===== config.mk =====
export PLATFORM = sky130hd
export DESIGN_NAME = bonded_rst_seq
export DESIGN_NICKNAME = d
export VERILOG_FILES = /design/src/rtl/bonded_rst_seq.sv
export SDC_FILE = /design/constraint.sdc
export NUM_CORES = 1
export LEC_CHECK = 0
export BUFFER_PORTS_ARGS = -buffer_cell sky130_fd_sc_hd__buf_2
export CAP_MARGIN = 5
export CORE_MARGIN = 2
export CORE_UTILIZATION = 63
export CTS_BUF_LIST = sky130_fd_sc_hd__clkbuf_8
export DETAILED_ROUTE_END_ITERATION = 8
export PLACE_DENSITY = 0.86
export RECOVER_POWER = 25
export SLEW_MARGIN = 10
export SYNTH_ARGS = -nofsm -noshare
export SYNTH_HDL_FRONTEND = slang
export SYNTH_SLANG_ARGS = --single-unit

===== constraint.sdc =====
create_clock -name clk -period 3.15 [get_ports clk]
set_input_delay 0.63 -clock clk [delete_from_list [all_inputs] [get_ports clk]]
set_output_delay 0.63 -clock clk [all_outputs]
set_load 0.02 [all_outputs]

===== src/rtl/bonded_rst_seq.sv =====
module bonded_rst_seq #(
  parameter int NUM_CH      = 4,
  parameter int PLL_RST_CYC = 125,
  parameter int RXA_DLY     = 2,
  parameter int SETTLE_CYC  = 64
) (
  input  logic              clk,
  input  logic              rst_n,
  input  logic              restart,
  input  logic              pll_lock_a,
  input  logic              cal_busy_a,
  input  logic [NUM_CH-1:0] freq_lock_a,
  output logic              pll_rst,
  output logic              tx_rst,
  output logic              rxa_rst,
  output logic              rxd_rst,
  output logic              ready
);
  localparam int MAXC = (PLL_RST_CYC > SETTLE_CYC) ?
                        ((PLL_RST_CYC > RXA_DLY) ? PLL_RST_CYC : RXA_DLY) :
                        ((SETTLE_CYC > RXA_DLY) ? SETTLE_CYC : RXA_DLY);
  localparam int CW = $clog2(MAXC + 1);

  typedef enum logic [2:0] {ST_PLL, ST_LOCK, ST_TX, ST_RXA, ST_RUN} st_t;

  st_t             st;
  logic [CW-1:0]   cnt;
  logic            lock_m, lock_s, busy_m, busy_s;
  logic [NUM_CH-1:0] fl_m, fl_s;
  logic            all_fl;

  always_ff @(posedge clk or negedge rst_n) begin
    if (!rst_n) begin
      {lock_m, lock_s, busy_m, busy_s} <= '0;
      fl_m <= '0;
      fl_s <= '0;
    end else begin
      lock_m <= pll_lock_a;
      lock_s <= lock_m;
      busy_m <= cal_busy_a;
      busy_s <= busy_m;
      fl_m   <= freq_lock_a;
      fl_s   <= fl_m;
    end
  end

  assign all_fl = &fl_s;

  always_ff @(posedge clk or negedge rst_n) begin
    if (!rst_n) begin
      st  <= ST_PLL;
      cnt <= '0;
    end else if (restart) begin
      st  <= ST_PLL;
      cnt <= '0;
    end else begin
      case (st)
        ST_PLL:
          if (cnt == CW'(PLL_RST_CYC - 1)) begin
            st  <= ST_LOCK;
            cnt <= '0;
          end else cnt <= cnt + 1'b1;
        ST_LOCK: begin
          cnt <= '0;
          if (lock_s) st <= ST_TX;
        end
        ST_TX:
          if (!lock_s) begin
            st  <= ST_PLL;
            cnt <= '0;
          end else if (busy_s) cnt <= '0;
          else if (cnt == CW'(RXA_DLY - 1)) begin
            st  <= ST_RXA;
            cnt <= '0;
          end else cnt <= cnt + 1'b1;
        ST_RXA:
          if (!lock_s) begin
            st  <= ST_PLL;
            cnt <= '0;
          end else if (!all_fl) cnt <= '0;
          else if (cnt == CW'(SETTLE_CYC - 1)) begin
            st  <= ST_RUN;
            cnt <= '0;
          end else cnt <= cnt + 1'b1;
        ST_RUN:
          if (!lock_s) begin
            st  <= ST_PLL;
            cnt <= '0;
          end
        default: begin
          st  <= ST_PLL;
          cnt <= '0;
        end
      endcase
    end
  end

  assign pll_rst = (st == ST_PLL);
  assign tx_rst  = (st == ST_PLL) || (st == ST_LOCK);
  assign rxa_rst = tx_rst || (st == ST_TX);
  assign rxd_rst = (st != ST_RUN);
  assign ready   = (st == ST_RUN);
endmodule


Word level (Yosys, flattened, before mapping)
Cells that the tools add are included.
{"block": "word_totals", "register_bits": 22, "inputBits": 9, "out_inout_bits": 5, "elab_cells": 50}
{"block": "classes", "eq_ne": 15, "n_addsub": 1, "n_reduce_logical": 5, "n_mux": 21}
{"op": "2-to-1 mux 7 bit", "count": 9}
{"op": "2-to-1 mux 3 bit", "count": 10}
{"op": "case mux 7 bit (4 select lines)", "count": 1}
{"op": "inequality test 4 bit, second input constant", "count": 4}
{"op": "case mux 3 bit (5 select lines)", "count": 1}
{"op": "inequality test 3 bit, second input constant", "count": 3}
{"op": "adder 7 x 1 -> 7 bit, second input constant", "count": 1}
{"op": "== test 7 x 1 -> 1 bit, second input constant", "count": 1}
{"op": "== test 7 x 6 -> 1 bit, second input constant", "count": 1}
{"op": "== test 7 bit, second input constant", "count": 1}
{"op": "AND reduction 7 bit", "count": 1}
{"op": "== test 3 x 2 -> 1 bit, second input constant", "count": 2}
{"op": "AND reduction 4 bit", "count": 1}
{"op": "== test 3 x 1 -> 1 bit, second input constant", "count": 1}
{"op": "== test 3 bit, second input constant", "count": 1}
{"op": "logical NOT 3 bit", "count": 1}
{"op": "inequality test 3 x 2 -> 1 bit, second input constant", "count": 1}
{"op": "logical OR 1 bit", "count": 2}

Longest topological paths before layout
Gate-level depths: netlist (run 1).
{"block": "depth", "depth_word": 6, "depth_mapped": 7}

Least setup slack after synthesis (run 1)
OpenSTA, ideal clock, no wires.
{"block": "synth_path", "path_type": "input to register", "start": "input port restart", "end": "register st[0]", "t_arrival_ps": 1803, "cell_stages": 5, "required_time_ps": 3025, "setup_time_ps": 125, "path_buffers": 0, "setup_slack_ps": 1223, "path_cell_list": "nand2b_1 or3_1 o21bai_1 o311ai_0 mux2_2"}
{"block": "synth_between", "elab_chain_cells": 2}
{"element": "start, declared", "line_no": "9", "text": "input logic restart,"}
{"element": "inequality test 4 bit (no line) (tied with other cells)"}
{"element": "AND reduction 7 bit (no line)"}
{"element": "end signal, assigned", "line_no": "51", "text": "st <= ST_PLL;"}
{"element": "end signal, assigned", "line_no": "54", "text": "st <= ST_PLL;"}
{"element": "end signal, assigned", "line_no": "60", "text": "st <= ST_LOCK;"}
{"element": "end, declared", "line_no": "26", "text": "st_t st;"}
Parallel ways exist; a longest one is shown, timed or not.
A chain may end at the register's enable or synchronous reset.

Final worst setup path (run 1)
{"block": "layout_path", "start": "register st[1]", "end": "register st[0]"}
{"block": "layout_between", "elab_chain_cells": 3}
{"element": "== test 3 x 2 -> 1 bit (tied with other cells)", "line_no": "57", "text": "case (st)"}
{"element": "inequality test 4 bit (no line) (tied with other cells)"}
{"element": "AND reduction 7 bit (no line) / 2-to-1 mux 3 bit (equally long branches)"}
Parallel ways exist; a longest one is shown, timed or not.

==> impl_metrics.ini, run 1 <==
[outcome]
status = complete, no violations

[timing]
max_freq_mhz = 509
finalHoldViolations = 0
slew_viol_final = 0
fin_crit_sh_pct = 62.4
setup_viol = 0
max-slew-margin-rel_pct = 50.3
tightest_slew_ns = 0.736
fin_tns_setup_ns = 0
rsz0062_at_grt = no
post-route-min-period_ns = 1.96
fin_skew_ns = 0.00151

[pwr]
leakage_nw = 0.542
ir_drop_v = 0.000419
p_switching_w = 0.000116
power_frac_comb_pct = 5.2
power_frac_seq_pct = 50.9
clock_power_share_pct = 44.0
p_total_w = 0.000591
swShare_pct = 19.7
intPower_w = 0.000475
powerDensity_nw_per_um2 = 496

[cells_and_area]
fin_area_sq_um = 1190
drive_above_1_share_pct = 19.7
area_growth_syn_to_layout_pct = 12.5
antenna_cells = 0
fin_nets = 130
fill_cells = 103

[setup_path]
critPathLaunchType = register
end_kind = register
path_max_fanout = 13
worstPathArrival_ns = 2.12
cp.required_ns = 3.30
critPathKind = register to register
rrSetupSlack_ns = 1.19

[yosys]
yosys_warnings = 0
synth_top_area_share_pct = 51.9
ys_seq_area_share_pct = 51.9
synth_cell_types = 39
netlist_top_cells_area = dfrtp_1 52%, nand2_1 5.0%, ha_1 3.5%
syn_inst = 103
async_flop_share_pct = 100
synth-seq-cells = 22
synth_top_area_cell = dfrtp_1
syn_nets = 115
synthFlopType = dfrtp_1
netlist_area_sq_um = 1060
avgSynthCellArea_sq_um = 10.3
synth_edf_count = 0

[floorplan]
start_util_pct = 68.7
io_pins = 14
die-area_sq_um = 2030
core_sq_um = 1540
die_h_um = 45.0
die_w_um = 45.0
std_cell_rows = 14

[detailed_routing]
wl_per_cell_um = 14.5
viasPerCell = 6.16
dr.first_iter.drc_count = 29
drt.antenna.violating_nets = 0
vias = 819
drt_wl_total_um = 1920
firstDrtPassIters = 4
drc = 0

[global_route]
antenna_found_initial = 0
grt-ovfl-total = 0
grt_pass1_wl_um = 3300
grt_max_degree = 23
grt_pass1_vias = 758
grt_use_total_pct = 23.1

[place]
dp_hpwl_um = 1400
dpl_cell_area_sq_um = 1120
gp_congestion = 0.880
io_buffer_count = 13

[clock_network]
postCtsHoldBufs = 0
cts_tree = yes
clockBufferDepth = 2
cts-root-buf = clkbuf_8
clock-sinks = 22
clk_pin_slew_worst_paths_ns = 0.08
ctsResizeCount = 0
h-tree-depth = 1
cts_setup_buffers = 0
worstSkewPairLatency_ns = 0.26
cts_buffers = 3

[job]
max-cap-violations = 0

[min_path]
hp-class = input port to async pin
-- worst paths after layout --
path                          from      end  cells after the start
setup / recovery             st[1]    st[0]                      5
hold / removal               rst_n   cnt[4]                      1
setup reg to reg             st[1]    st[0]                      5
hold reg to reg            fl_m[2]  fl_s[2]                      0
max in group asynchronous    rst_n   cnt[2]                      1
min in group clk           fl_m[2]  fl_s[2]                      0
-- final cells by class --
class	count	area, sq um	area share (%)
multi-input combinational	74	470	39.5
timing repair buffer	13	65.1	5.46
clock inverter	1	30.0	2.52
sequential	22	551	46.2
tap	16	20.0	1.68
clock buffer	3	41.3	3.46
inverter	4	15.0	1.26
-- Yosys cell counts, drive strengths merged (2+ instances only) --
library cell,instances
nand2,14
dfrtp,22
nor2b,3
inv,4
o31ai,2
nand4b,2
nor3,3
o21ai,4
nor2,10
a2111oi,2
nand2b,4
ha,3
or2b,2
buf,3
a21oi,4
nand3,2
a21o,2
-- worst max-delay path, cell delays in order (launching register included) --
cell and delay, ns:
dfrtp_1 0.57, nand2_1 0.10, or3_1 0.38, o21bai_1 0.19
o311ai_0 0.20, mux2_2 0.40
-- stage by stage --
stage | worst slack (ns) | util, % | std cells | hold slack (ns)
4_1_cts | 1.19 | 77.4 | 133 | 0.326
3_3_place_gp | 1.05 | 72.7 | 129 | 0.332
6_report | 1.19 | 77.4 | 133 | 0.308
5_1_grt | 1.02 | 77.4 | 133 | 0.350
2_1_floorplan | 1.22 | - | 103 | 0.331
3_5_place_dp | 0.928 | 72.7 | 129 | 0.335
-- sequential cells by signal (all words and copies together), names as in the netlist --
name	cells
st	3
busy_m	1
busy_s	1
cnt	7
fl_m	4
lock_m	1
fl_s	4
lock_s	1
-- cells by family (layout without fill, tap and decap cells) --
group	after synthesis	after routing	share of synthesized area, %
and+or+nand+nor	46	46	22.8
AOI/OAI and AO/OA	23	23	16.2
DFF	22	22	51.9
buffers and inverters	7	21	3.66
adders and majority gates	3	3	3.54
xor gates and xnor gates	1	1	0.827
muxes	1	1	1.06
-- cell usage in the layout, fill, tap and decap left out, types with 2 or more instances in the layout --
master,count
a21o_1,2
nor2b_1,3
or2b_1,2
dfrtp_1,22
nor3_1,3
nand2b_1,4
o21ai_0,3
ha_1,3
nor2_1,10
nand3_1,2
nand4b_1,2
a21oi_1,4
clkbuf_8,3
buf_2,13
nand2_1,14
inv_1,4
-- routing by layer --
layer  global-route usage, %  share of wire [%]
met5                       0                  0
met4                    8.24               0.83
met3                    5.20                5.1
met2                    37.7                 52
met1                    30.5                 42
-- power by group through the flow --
| stage | Clock (W) | Sequential (W) | Combinational, W |
|---|---|---|---|
| 6_report | 0.000260 | 0.000301 | 0.0000306 |
| 5_1_grt | 0.000275 | 0.000302 | 0.0000362 |
| 4_1_cts | 0.000262 | 0.000301 | 0.0000316 |
| 3_5_place_dp | 0 | 0.000306 | 0.0000314 |
| 3_3_place_gp | 0 | 0.000305 | 0.0000294 |
| 2_1_floorplan | 0 | 0.000304 | 0.0000165 |
Note: power is estimated with default switching activity, not from simulation.
==> run 2, diff against run 1 <==
--- a/config.mk
+++ b/config.mk
@@ -8,10 +8,10 @@
 export BUFFER_PORTS_ARGS = -buffer_cell sky130_fd_sc_hd__buf_2
 export CAP_MARGIN = 5
 export CORE_MARGIN = 2
-export CORE_UTILIZATION = 63
+export CORE_UTILIZATION = 52
 export CTS_BUF_LIST = sky130_fd_sc_hd__clkbuf_8
 export DETAILED_ROUTE_END_ITERATION = 8
-export PLACE_DENSITY = 0.86
+export PLACE_DENSITY = 0.76
 export RECOVER_POWER = 25
 export SLEW_MARGIN = 10
 export SYNTH_ARGS = -nofsm -noshare
==> constraint.sdc (replaced) <==
create_clock -name clk -period 1.6 [get_ports clk]
set_input_delay 0.32 -clock clk [delete_from_list [all_inputs] [get_ports clk]]
set_output_delay 0.32 -clock clk [all_outputs]
set_load 0.02 [all_outputs]
==> impl_metrics.ini, run 2 (same netlist as run 1, synthesis figures left out) <==
[outcome]
status = finished with violations
violations = negative setup slack

[clock_network]
clockBufferDepth = 2
cts_buffers = 3
clk_pin_slew_worst_paths_ns = 0.08
cts-root-buf = clkbuf_8
worstSkewPairLatency_ns = 0.26
clock-sinks = 22
h-tree-depth = 1
cts_tree = yes
postCtsHoldBufs = 0

[detailed_routing]
drt.antenna.violating_nets = 0
vias = 1012
drt_wl_total_um = 3170
drc = 0
firstDrtPassIters = 4
wl_per_cell_um = 18.5
viasPerCell = 5.92
dr.first_iter.drc_count = 40

[cells_and_area]
area_growth_syn_to_layout_pct = 51.6
drive_above_1_share_pct = 50.7
final_cells = 171
final_common_cell = buf_4
top_regs = cnt (7), fl_m (4), fl_s (4)
fin_nets = 157
largest_register_ffs = 7
regMostFlops = cnt
antenna_cells = 0
final_cell_mix = 24 x buf_4, 19 x dfrtp_1, 13 x nand2_1

[timing]
worst_hold_slack_ns = 0.161
max-slew-margin-rel_pct = 22.2
setup_ws_ns = -0.234
fin_skew_ns = 0.00304
rsz0062_at_grt = yes
slew_viol_final = 0
post-route-min-period_ns = 1.83
fin_crit_sh_pct = 115
tightest_slew_ns = 1.17
setup_viol = 12
max_freq_mhz = 545
finalHoldViolations = 0

[place]
gp_congestion = 0.875
dp.cells = 160
io_buffer_count = 13
dp_hpwl_um = 1670
post-place-ws_ns = -0.177

[global_route]
grt_use_total_pct = 22.4
grt_max_degree = 23
grt_pass1_wl_um = 4080
grt_pass1_vias = 926
antenna_found_initial = 0
grt-ovfl-total = 0

[min_path]
hp-class = input port to register

[setup_path]
cp.required_ns = 1.75
end_kind = register
path_max_fanout = 5
worstPathArrival_ns = 1.99
critPathLaunchType = register
rrSetupSlack_ns = -0.23
critPathKind = register to register

[job]
max-cap-violations = 0

[floorplan]
core_sq_um = 1940
die_w_um = 49.1
die-area_sq_um = 2420
die_h_um = 49.1
start_util_pct = 54.6
io_pins = 14
std_cell_rows = 16

[pwr]
leakage_nw = 0.710
ir_drop_v = 0.00114
powerDensity_nw_per_um2 = 753
## run 2: through the flow
| stage | instance area [sq um] | utilization (%) | power, W | TNS, ns |
|---|---|---|---|---|
| 2_1_floorplan | 1080 | - | 0.000633 | -0.0976 |
| 3_3_place_gp | 1310 | 67.3 | 0.000673 | -0.652 |
| 3_5_place_dp | 1310 | 67.3 | 0.000677 | -1.15 |
| 4_1_cts | 1460 | 75.3 | 0.00119 | -0.976 |
| 5_1_grt | 1610 | 82.7 | 0.00125 | -2.24 |
| 6_report | 1610 | 82.7 | 0.00121 | -1.63 |
## run 2: metal layers
metal / part of all wire, % / vias to the layer above / GRT usage, %
li1: - / 446 / -
met1: 37 / 516 / 26.4
met2: 55 / 38 / 40.1
met3: 3.5 / 12 / 4.29
met4: 4.7 / 0 / 8.57
met5: 0 / - / 0
## run 2: what timing repair did
item                                   CTS  global route
gates resized for setup                 17            24
pin swaps                                9             9
endpoints found under the hold margin    0             0
setup endpoints to repair               11            14
setup buffers                            1             6
## run 2: final cells by class
| cell class | instances | area (sq um) |
|---|---|---|
| sequential | 22 | 554 |
| inverter | 4 | 15.0 |
| timing repair buffer | 40 | 297 |
| clock inverter | 1 | 30.0 |
| clock buffer | 3 | 41.3 |
| fill | 111 | 335 |
| multi-input combinational | 74 | 636 |
| tap | 27 | 33.8 |
## run 2: worst paths after layout
kind / end / cells past startpoint / from
setup / recovery: cnt[2] / 7 / cnt[5]
hold / removal: lock_m / 1 / pll_lock_a
setup reg to reg: cnt[2] / 7 / cnt[5]
hold reg to reg: fl_s[0] / 0 / fl_m[0]
max in group asynchronous: cnt[3] / 1 / rst_n
min in group asynchronous: lock_s / 1 / rst_n
## run 2: where the power goes
group,leakage (nW),switching [W],internal (W)
Combinational,0.402,0.0000565,0.0000464
Sequential,0.272,0.0000168,0.000577
Clock,0.0357,0.000179,0.000334
Total,0.710,0.000252,0.000958
## run 2: critical path: stages (launching register included)
cell	delay, ns
dfrtp_1	0.43
nor4_4	0.40
a2111oi_4	0.12
buf_4	0.17
o31ai_4	0.26
buf_4	0.17
a21oi_2	0.03
a21o_1	0.16
